`src/rtl/supv_pkg.sv`:
```
package supv_pkg;
  typedef logic [1:0] win_code_t;
  localparam win_code_t WIN_CODE_WIDEST = 2'b11;
endpackage

```
`src/rtl/supv_cycle_div.sv`:
```
module supv_cycle_div #(
  parameter int CYC_DIV = 10
) (
  input  logic clk,
  input  logic rst_n,
  output logic tick
);
  localparam int DW = (CYC_DIV > 1) ? $clog2(CYC_DIV) : 1;

  logic [DW-1:0] cnt_q, cnt_d;

  always_comb begin
    tick  = (cnt_q == DW'(CYC_DIV - 1));
    cnt_d = tick ? '0 : cnt_q + 1'b1;
  end

  always_ff @(posedge clk or negedge rst_n) begin
    if (!rst_n) cnt_q <= '0;
    else        cnt_q <= cnt_d;
  end

  generate
    if (CYC_DIV > 1) begin : g_chk
      // boundaries are separated by at least one non-boundary clock
      a_r2_tick_isolated: assert property (@(posedge clk) disable iff (!rst_n)
        tick |=> !tick);
    end
  endgenerate
endmodule

```
`src/rtl/supv_clk_mon.sv`:
```
module supv_clk_mon #(
  parameter int CM_HOLD = 16
) (
  input  logic clk,
  input  logic rst_n,
  input  logic tick,
  input  logic clk_ok,
  output logic fault
);
  localparam int HW = (CM_HOLD > 1) ? $clog2(CM_HOLD) : 1;

  logic          ok_m_q, ok_s_q;
  logic          fault_q, fault_d;
  logic [HW-1:0] hold_q, hold_d;

  always_comb begin
    fault_d = fault_q;
    hold_d  = hold_q;
    if (tick) begin
      if (!ok_s_q) begin
        fault_d = 1'b1;
        hold_d  = '0;
      end else if (fault_q) begin
        if (hold_q == HW'(CM_HOLD - 1)) begin
          fault_d = 1'b0;
          hold_d  = '0;
        end else begin
          hold_d = hold_q + 1'b1;
        end
      end
    end
  end

  always_ff @(posedge clk or negedge rst_n) begin
    if (!rst_n) begin
      ok_m_q  <= 1'b0;
      ok_s_q  <= 1'b0;
      fault_q <= 1'b0;
      hold_q  <= '0;
    end else begin
      ok_m_q  <= clk_ok;
      ok_s_q  <= ok_m_q;
      fault_q <= fault_d;
      hold_q  <= hold_d;
    end
  end

  assign fault = fault_q;

  // a slow clock seen at a boundary always raises the fault
  a_r4_slow_clock_flags: assert property (@(posedge clk) disable iff (!rst_n)
    (tick && !ok_s_q) |=> fault_q);
  // the fault only clears after a boundary that saw a good clock
  a_r5_release_needs_good_clock: assert property (@(posedge clk) disable iff (!rst_n)
    $fell(fault_q) |-> $past(ok_s_q));
endmodule

```
`src/rtl/supv_watchdog.sv`:
```
module supv_watchdog
  import supv_pkg::*;
#(
  parameter int WD_MAX   = 65536,
  parameter int WD_MIN   = 2048,
  parameter int WD_PULSE = 16
) (
  input  logic      clk,
  input  logic      rst_n,
  input  logic      tick,
  input  logic      svc,
  input  win_code_t svc_win,
  output logic      fault
);
  localparam int CW = $clog2(WD_MAX + 1);
  localparam int PW = $clog2(WD_PULSE + 1);

  win_code_t     win_q, win_d;
  logic [CW-1:0] cnt_q, cnt_d, lim;
  logic [PW-1:0] pls_q, pls_d;
  logic          early, late;

  always_comb begin
    unique case (win_q)
      2'b11:   lim = CW'(WD_MAX);
      2'b10:   lim = CW'(WD_MAX / 2);
      2'b01:   lim = CW'(WD_MAX / 4);
      default: lim = CW'(WD_MAX / 8);
    endcase
  end

  always_comb begin
    early = svc && (cnt_q < CW'(WD_MIN));
    late  = !svc && tick && (cnt_q == lim - 1'b1);
    win_d = svc ? svc_win : win_q;
    if (svc || late) cnt_d = '0;
    else if (tick)   cnt_d = cnt_q + 1'b1;
    else             cnt_d = cnt_q;
    if (early || late)            pls_d = PW'(WD_PULSE);
    else if (tick && pls_q != '0) pls_d = pls_q - 1'b1;
    else                          pls_d = pls_q;
  end

  always_ff @(posedge clk or negedge rst_n) begin
    if (!rst_n) begin
      win_q <= WIN_CODE_WIDEST;
      cnt_q <= '0;
      pls_q <= '0;
    end else begin
      win_q <= win_d;
      cnt_q <= cnt_d;
      pls_q <= pls_d;
    end
  end

  assign fault = (pls_q != '0);

  // a strobe before the minimum count leads to a fault
  a_r8_early_service: assert property (@(posedge clk) disable iff (!rst_n)
    (svc && cnt_q < CW'(WD_MIN)) |=> fault);
  // reaching the window limit leads to a fault
  a_r7_window_expiry: assert property (@(posedge clk) disable iff (!rst_n)
    (tick && !svc && cnt_q == lim - 1'b1) |=> fault);
  // each strobe loads the requested window code
  a_r9_window_loads: assert property (@(posedge clk) disable iff (!rst_n)
    svc |=> (win_q == $past(svc_win)));
  // a fault pulse never collapses in the cycle after it starts
  a_r10_pulse_holds: assert property (@(posedge clk) disable iff (!rst_n)
    $rose(fault) |=> fault);
endmodule

```
`src/rtl/supv_wdog_cmon.sv`:
```
module supv_wdog_cmon #(
  parameter int CYC_DIV  = 10,
  parameter int WD_MAX   = 65536,
  parameter int WD_MIN   = 2048,
  parameter int WD_PULSE = 16,
  parameter int CM_HOLD  = 16
) (
  input  logic       clk,
  input  logic       rst_n,
  input  logic       svc,
  input  logic [1:0] svc_win,
  input  logic       clk_ok,
  output logic       err_oe,
  output logic       err_val
);
  logic rst_m_q, rst_s_q;
  logic tick, cm_fault, wd_fault;

  always_ff @(posedge clk or negedge rst_n) begin
    if (!rst_n) begin
      rst_m_q <= 1'b0;
      rst_s_q <= 1'b0;
    end else begin
      rst_m_q <= 1'b1;
      rst_s_q <= rst_m_q;
    end
  end

  supv_cycle_div #(.CYC_DIV(CYC_DIV)) u_div (
    .clk  (clk),
    .rst_n(rst_s_q),
    .tick (tick)
  );

  supv_clk_mon #(.CM_HOLD(CM_HOLD)) u_cmon (
    .clk   (clk),
    .rst_n (rst_s_q),
    .tick  (tick),
    .clk_ok(clk_ok),
    .fault (cm_fault)
  );

  supv_watchdog #(.WD_MAX(WD_MAX), .WD_MIN(WD_MIN), .WD_PULSE(WD_PULSE)) u_wdog (
    .clk    (clk),
    .rst_n  (rst_s_q),
    .tick   (tick),
    .svc    (svc),
    .svc_win(svc_win),
    .fault  (wd_fault)
  );

  assign err_oe  = cm_fault | wd_fault;
  assign err_val = ~err_oe;

  // the pin is pulled low whenever it is driven
  a_r3_driven_low: assert property (@(posedge clk) disable iff (!rst_n)
    err_oe |-> !err_val);
  // no drive while the internal reset is still held
  a_r1_quiet_in_reset: assert property (@(posedge clk) disable iff (!rst_n)
    !rst_s_q |-> !err_oe);
endmodule

```
`config.mk`:
```
export PLATFORM = sky130hd
export DESIGN_NAME = supv_wdog_cmon
export DESIGN_NICKNAME = d
export VERILOG_FILES = /design/src/rtl/supv_pkg.sv /design/src/rtl/supv_cycle_div.sv /design/src/rtl/supv_clk_mon.sv /design/src/rtl/supv_watchdog.sv /design/src/rtl/supv_wdog_cmon.sv
export SDC_FILE = /design/constraint.sdc
export NUM_CORES = 1
export LEC_CHECK = 0
export ABC_CLOCK_PERIOD_IN_PS = 2700
export BUFFER_PORTS_ARGS = -buffer_cell sky130_fd_sc_hd__buf_4
export CAP_MARGIN = 10
export CORE_UTILIZATION = 55
export DETAILED_ROUTE_END_ITERATION = 10
export PLACE_DENSITY_LB_ADDON = 0.3
export SLEW_MARGIN = 20
export SYNTH_ARGS = -nofsm -noshare
export SYNTH_HDL_FRONTEND = slang
export SYNTH_SLANG_ARGS = --single-unit
```
`constraint.sdc`:
```
create_clock -name clk -period 2.7 [get_ports clk]
set_clock_uncertainty 0.05 [all_clocks]
set_input_delay 0.135 -clock clk [delete_from_list [all_inputs] [get_ports clk]]
set_output_delay 0.135 -clock clk [all_outputs]
set_load 0.05 [all_outputs]
```
# Word-level counts from Yosys, hierarchy flattened
# Cells that the tools add are included.
# word_totals
latchBits,0
ram_bits,0
n_memories,0
ff_bits,37
rom_bits,0
# classes
n_eq_ne,7
order_cmp,1
mul,0
bitwise_logic,2
reduce_logical,11
shift,0
div,0
add_sub_neg,5
mux,12
# ops
cell,n
17-bit case mux with 3 select lines,1
17-bit two-way mux,2
"17-bit by 1-bit adder with 17-bit output, second input constant",1
17-bit equality test,1
"17-bit by 12-bit less-than comparator with 1-bit output, second input constant",1
"17-bit by 1-bit subtractor with 17-bit output, second input constant",1
4-bit two-way mux,4
5-bit two-way mux,2
"4-bit by 1-bit adder with 4-bit output, second input constant",2
"4-bit equality test, second input constant",2
5-bit nonzero test,1
"5-bit by 1-bit subtractor with 5-bit output, second input constant",1
"2-bit equality test, second input constant",2
1-bit logical AND,4
2-bit nonzero test,2
1-bit two-way mux,3
"2-bit by 1-bit equality test with 1-bit output, second input constant",1
1-bit logical OR,2
"2-bit != test, second input constant",1
2-bit AND reduction,1
1-bit logical NOT,1
1-bit NOT,1
1-bit OR,1

# Logic depth before layout (Yosys ltp)
# depth
word_depth,7
depth_mapped,6
ltp_nobuf,6

# By module
# From an unflattened synthesis, not the netlist that was laid out.
# hier_totals
cells_unflattened,180
hier_area_um2,1919.3
# by_module_without_submodules
mod,n_inst,area_each_um2,cells_per_inst,seq_area_each_um2
supv_watchdog,1,1362.6,130,603.1
supv_clk_mon,1,321.6,30,175.2
supv_cycle_div,1,171.4,15,100.1
supv_wdog_cmon,1,63.8,5,50.0

# Least setup slack after synthesis
# OpenSTA, ideal clock, no wires.
# synth_timing
path_kind,register -> output
from,register u_wdog.pls_q[0]
to,output port err_val
path_stages_with_launch,6
n_path_buf,0
setup_slack_ps,501
arrival_ps,2014
cell_sequence,dfrtp_1 -> inv_1 -> ha_1 -> or4b_2 -> or2_2 -> inv_1
# synth_via
elab_chain_cells,3
# synth_lines
element,line_no,text
"start, declared",supv_watchdog.sv:20,"logic [PW-1:0] pls_q, pls_d;"
"start signal, assigned",supv_watchdog.sv:52,pls_q <= pls_d;
5-bit nonzero test,supv_watchdog.sv:56,assign fault = (pls_q != '0);
1-bit OR,supv_wdog_cmon.sv:52,assign err_oe = cm_fault | wd_fault;
net err_oe,supv_wdog_cmon.sv:13,"output logic err_oe,"
1-bit NOT,supv_wdog_cmon.sv:53,assign err_val = ~err_oe;
"end, declared",supv_wdog_cmon.sv:14,output logic err_val
# The timed path passes the listed nets, and every way through them passes these cells.

# Worst setup path after layout
# layout_timing
from,register u_wdog.pls_q[0]
to,output port err_val
# layout_via
elab_chain_cells,3
# layout_lines
element,line_no
5-bit nonzero test,supv_watchdog.sv:56
1-bit OR,supv_wdog_cmon.sv:52
1-bit NOT,supv_wdog_cmon.sv:53
# Every way passes these cells.

==> impl_metrics.csv <==
group,metric,value,unit
status,status,"finished, final reports clean",
detailed_routing,wl_per_cell,14.5,um
sta,period_share,89.6,%
yosys,ys_seq_elements,37,
floorplan,die_w,60.6,um
power,ir_drop,0.284,mV
clocking,cts_max_level,2,
setup_path,critPathKind,"reg2out",
finish,final_util,66.0,%
setup_path,rr_endpoint,"u_wdog.pls_q[1]",
clocking,cts_num_sinks,37,
power,p_int,0.000693,W
setup_path,crit_path_end_kind,"output port",
yosys,async_flop_share,100,%
global_route,grt_max_degree,36,
detailed_routing,wl,3540,um
sta,slew_headroom,64.4,%
power,power.density,443,mW/mm2
yosys,yosysUniqueCellTypes,46,
yosys,netlist_area,0.00189,mm2
clocking,root_buffer,"clkbuf_4",
finish,syn_to_final_growth,10.2,%
clocking,cts_buffer_depth,2,
clocking,post_cts_resized,0,
yosys,ys.warnings.count,0,
setup_path,cp.arrival,2230,ps
setup_path,cp-startpoint,"u_wdog.pls_q[0]",
detailed_routing,drcViolationCount,0,
sta,fin_crit,2420,ps
floorplan,initial_core_util,59.9,%
power,seqPwrFrac,63.1,%
detailed_routing,drt-initial-drc-count,75,
sta,fmax,0.413,GHz
floorplan,die_h,60.6,um
power,combPwrFrac,6.2,%
floorplan,num_rows,20,
floorplan,coreArea,0.00315,mm2
setup_path,crit_end,"err_val",
sta,tightestPinTransition,534,ps
yosys,yosysMostFrequentCell,"dfrtp_1",
clocking,cts-buffers-inserted,5,
sta,final-max-slew-violation-count,0,
global_route,grt-ovfl-total,0,
yosys,synthCells,187,
yosys,synthDominantCellAreaShare,46.4,%
detailed_routing,vias,1431,
yosys,synth_common_cells,"dfrtp_1, nor3_1, o21ai_0",
run,maxCapViolations,0,
place,portBuffers,7,
worst_hold_path,hold_class,"in2async",
power,power_leakage,0.862,nW
floorplan,ioPinCount,8,
setup_path,r2r-start,"u_wdog.pls_q[0]",
power,switchingPower,0.000230,W
clocking,cts_setup_buffers,0,
detailed_routing,first_pass_iters,4,
global_route,grt_pass1_vias,1325,
place,post-dp-hpwl,2450,um
floorplan,dieArea,0.00367,mm2
sta,fin_hold_ws,29.7,ps
detailed_routing,antenna_left,0,
sta,setup_viol,0,
sta,hold_viol_final,0,
sta,grt_setup_unrepaired,"no",
finish,diodes,0,
power,switching_share,24.9,%
setup_path,cp_data_required_time,2520,ps
global_route,grt_first_pass_wirelength,5850,um
finish,nNetsFinal,210,
yosys,synth_enable_flop_cells,0,
yosys,yosys.area.top_type,"dfrtp_1",
power,p_clk_share,30.7,%
yosys,dominantRegCellSynth,"dfrtp_1",
finish,layout-drive-gt1-share,14.9,%
setup_path,cp-start-kind,"register",
yosys,syn_area_per_cell,10.1,um2
setup_path,r2r_cells,5,
yosys,synth_nets,197,
setup_path,r2r_setup_slack,530,ps
clocking,cts_tree,"built",
sta,tns,0,ps
place,place.gp.congestion,0.848,
global_route,antenna_found_initial,0,
clocking,postCtsHoldBufs,4,
yosys,ys_seq_area_share,49.1,%
yosys,yosys-top-cells-area,"dfrtp_1, xnor2_1, nor3_1",
clocking,clk_pin_slew_worst_paths,120,ps
global_route,grt_usage,22.4,%
clocking,clk_latency,350,ps
detailed_routing,viasPerCell,5.84,
setup_path,crit_fanout,4,
flip-flops by register name (all words and copies together) (netlist names):
signal / cells
u_wdog.cnt_q: 17
u_cmon.fault: 1
u_cmon.ok_s_q: 1
u_cmon.ok_m_q: 1
u_div.cnt_q: 4
rst_m_q: 1
u_wdog.pls_q: 5
rst_s_q: 1
u_wdog.win_q: 2
u_cmon.hold_q: 4
cell families after synthesis:
| logic type | after synthesis | share of synthesized area [%] |
|---|---|---|
| AO/OA/AOI/OAI | 36 | 12.9 |
| XOR/XNOR | 13 | 6.03 |
| adder cells (fa/ha/maj) | 4 | 2.65 |
| buffers and inverters | 19 | 3.91 |
| flip-flops | 37 | 49.1 |
| multiplexers | 6 | 3.31 |
| other | 1 | 0.198 |
| AND/OR/NAND/NOR | 71 | 21.9 |
worst max-delay path: stages (launching register included):
cell	delay, ps
dfrtp_1	430
inv_1	90
ha_1	160
or4b_2	650
or2_2	320
inv_1	60
buf_4	180
how the worst min path moves through the flow:
| stage | start | end | depth (start not counted) |
|---|---|---|---|
| floorplan | rst_n | rst_m_q | 0 |
| global placement | rst_n | rst_m_q | 1 |
| detailed placement | rst_n | rst_m_q | 1 |
| CTS | rst_n | rst_m_q | 2 |
| global route | rst_n | rst_s_q | 2 |
| finish | rst_n | rst_s_q | 2 |
routing by layer:
metal	share of wire [%]	GRT usage, %	up-vias	wire [um]
li1	-	-	709	-
met1	46	29.3	689	1650
met2	48	34.1	26	1700
met3	4.1	5.97	7	144
met4	1.5	12.0	0	54
met5	0	0	-	0
layout by cell type, fill, tap and decap left out, types with 5 or more instances in the layout:
cell      count
a21oi_1       5
nor2_1        5
xnor2_1       9
o21ai_0      13
clkbuf_4      5
or3_1         5
nand3_1      11
inv_1        11
nand2_1      12
dfrtp_1      35
nor3_1       14
buf_4        10
nor4_1        5
stage by stage:
step                      instances  worst slack (ps)  power [W]  area, um2
final                           245               281   0.000923       2080
after global routing            245               226   0.000962       2080
after CTS                       245               278   0.000931       2080
after detailed placement        233               546   0.000646       1990
after global placement          233               676   0.000643       1990
after floorplan                 187               501   0.000626       1890
power groups by stage:
| stage | Combinational [W] | Sequential [W] | Clock (W) |
|---|---|---|---|
| after floorplan | 0.0000301 | 0.000596 | 0 |
| after global placement | 0.0000511 | 0.000592 | 0 |
| after detailed placement | 0.0000536 | 0.000592 | 0 |
| after CTS | 0.0000584 | 0.000582 | 0.000291 |
| after global routing | 0.0000647 | 0.000584 | 0.000314 |
| final | 0.0000574 | 0.000582 | 0.000283 |
cell type report:
cell class,count,area (um2)
fill,262,1070
clock buffer,5,37.5
tap,44,55.1
inverter,11,41.3
clock inverter,3,17.5
timing repair buffer,14,115
sequential,37,928
multi-input combinational,131,887
Note: power is estimated with default switching activity, not from simulation.
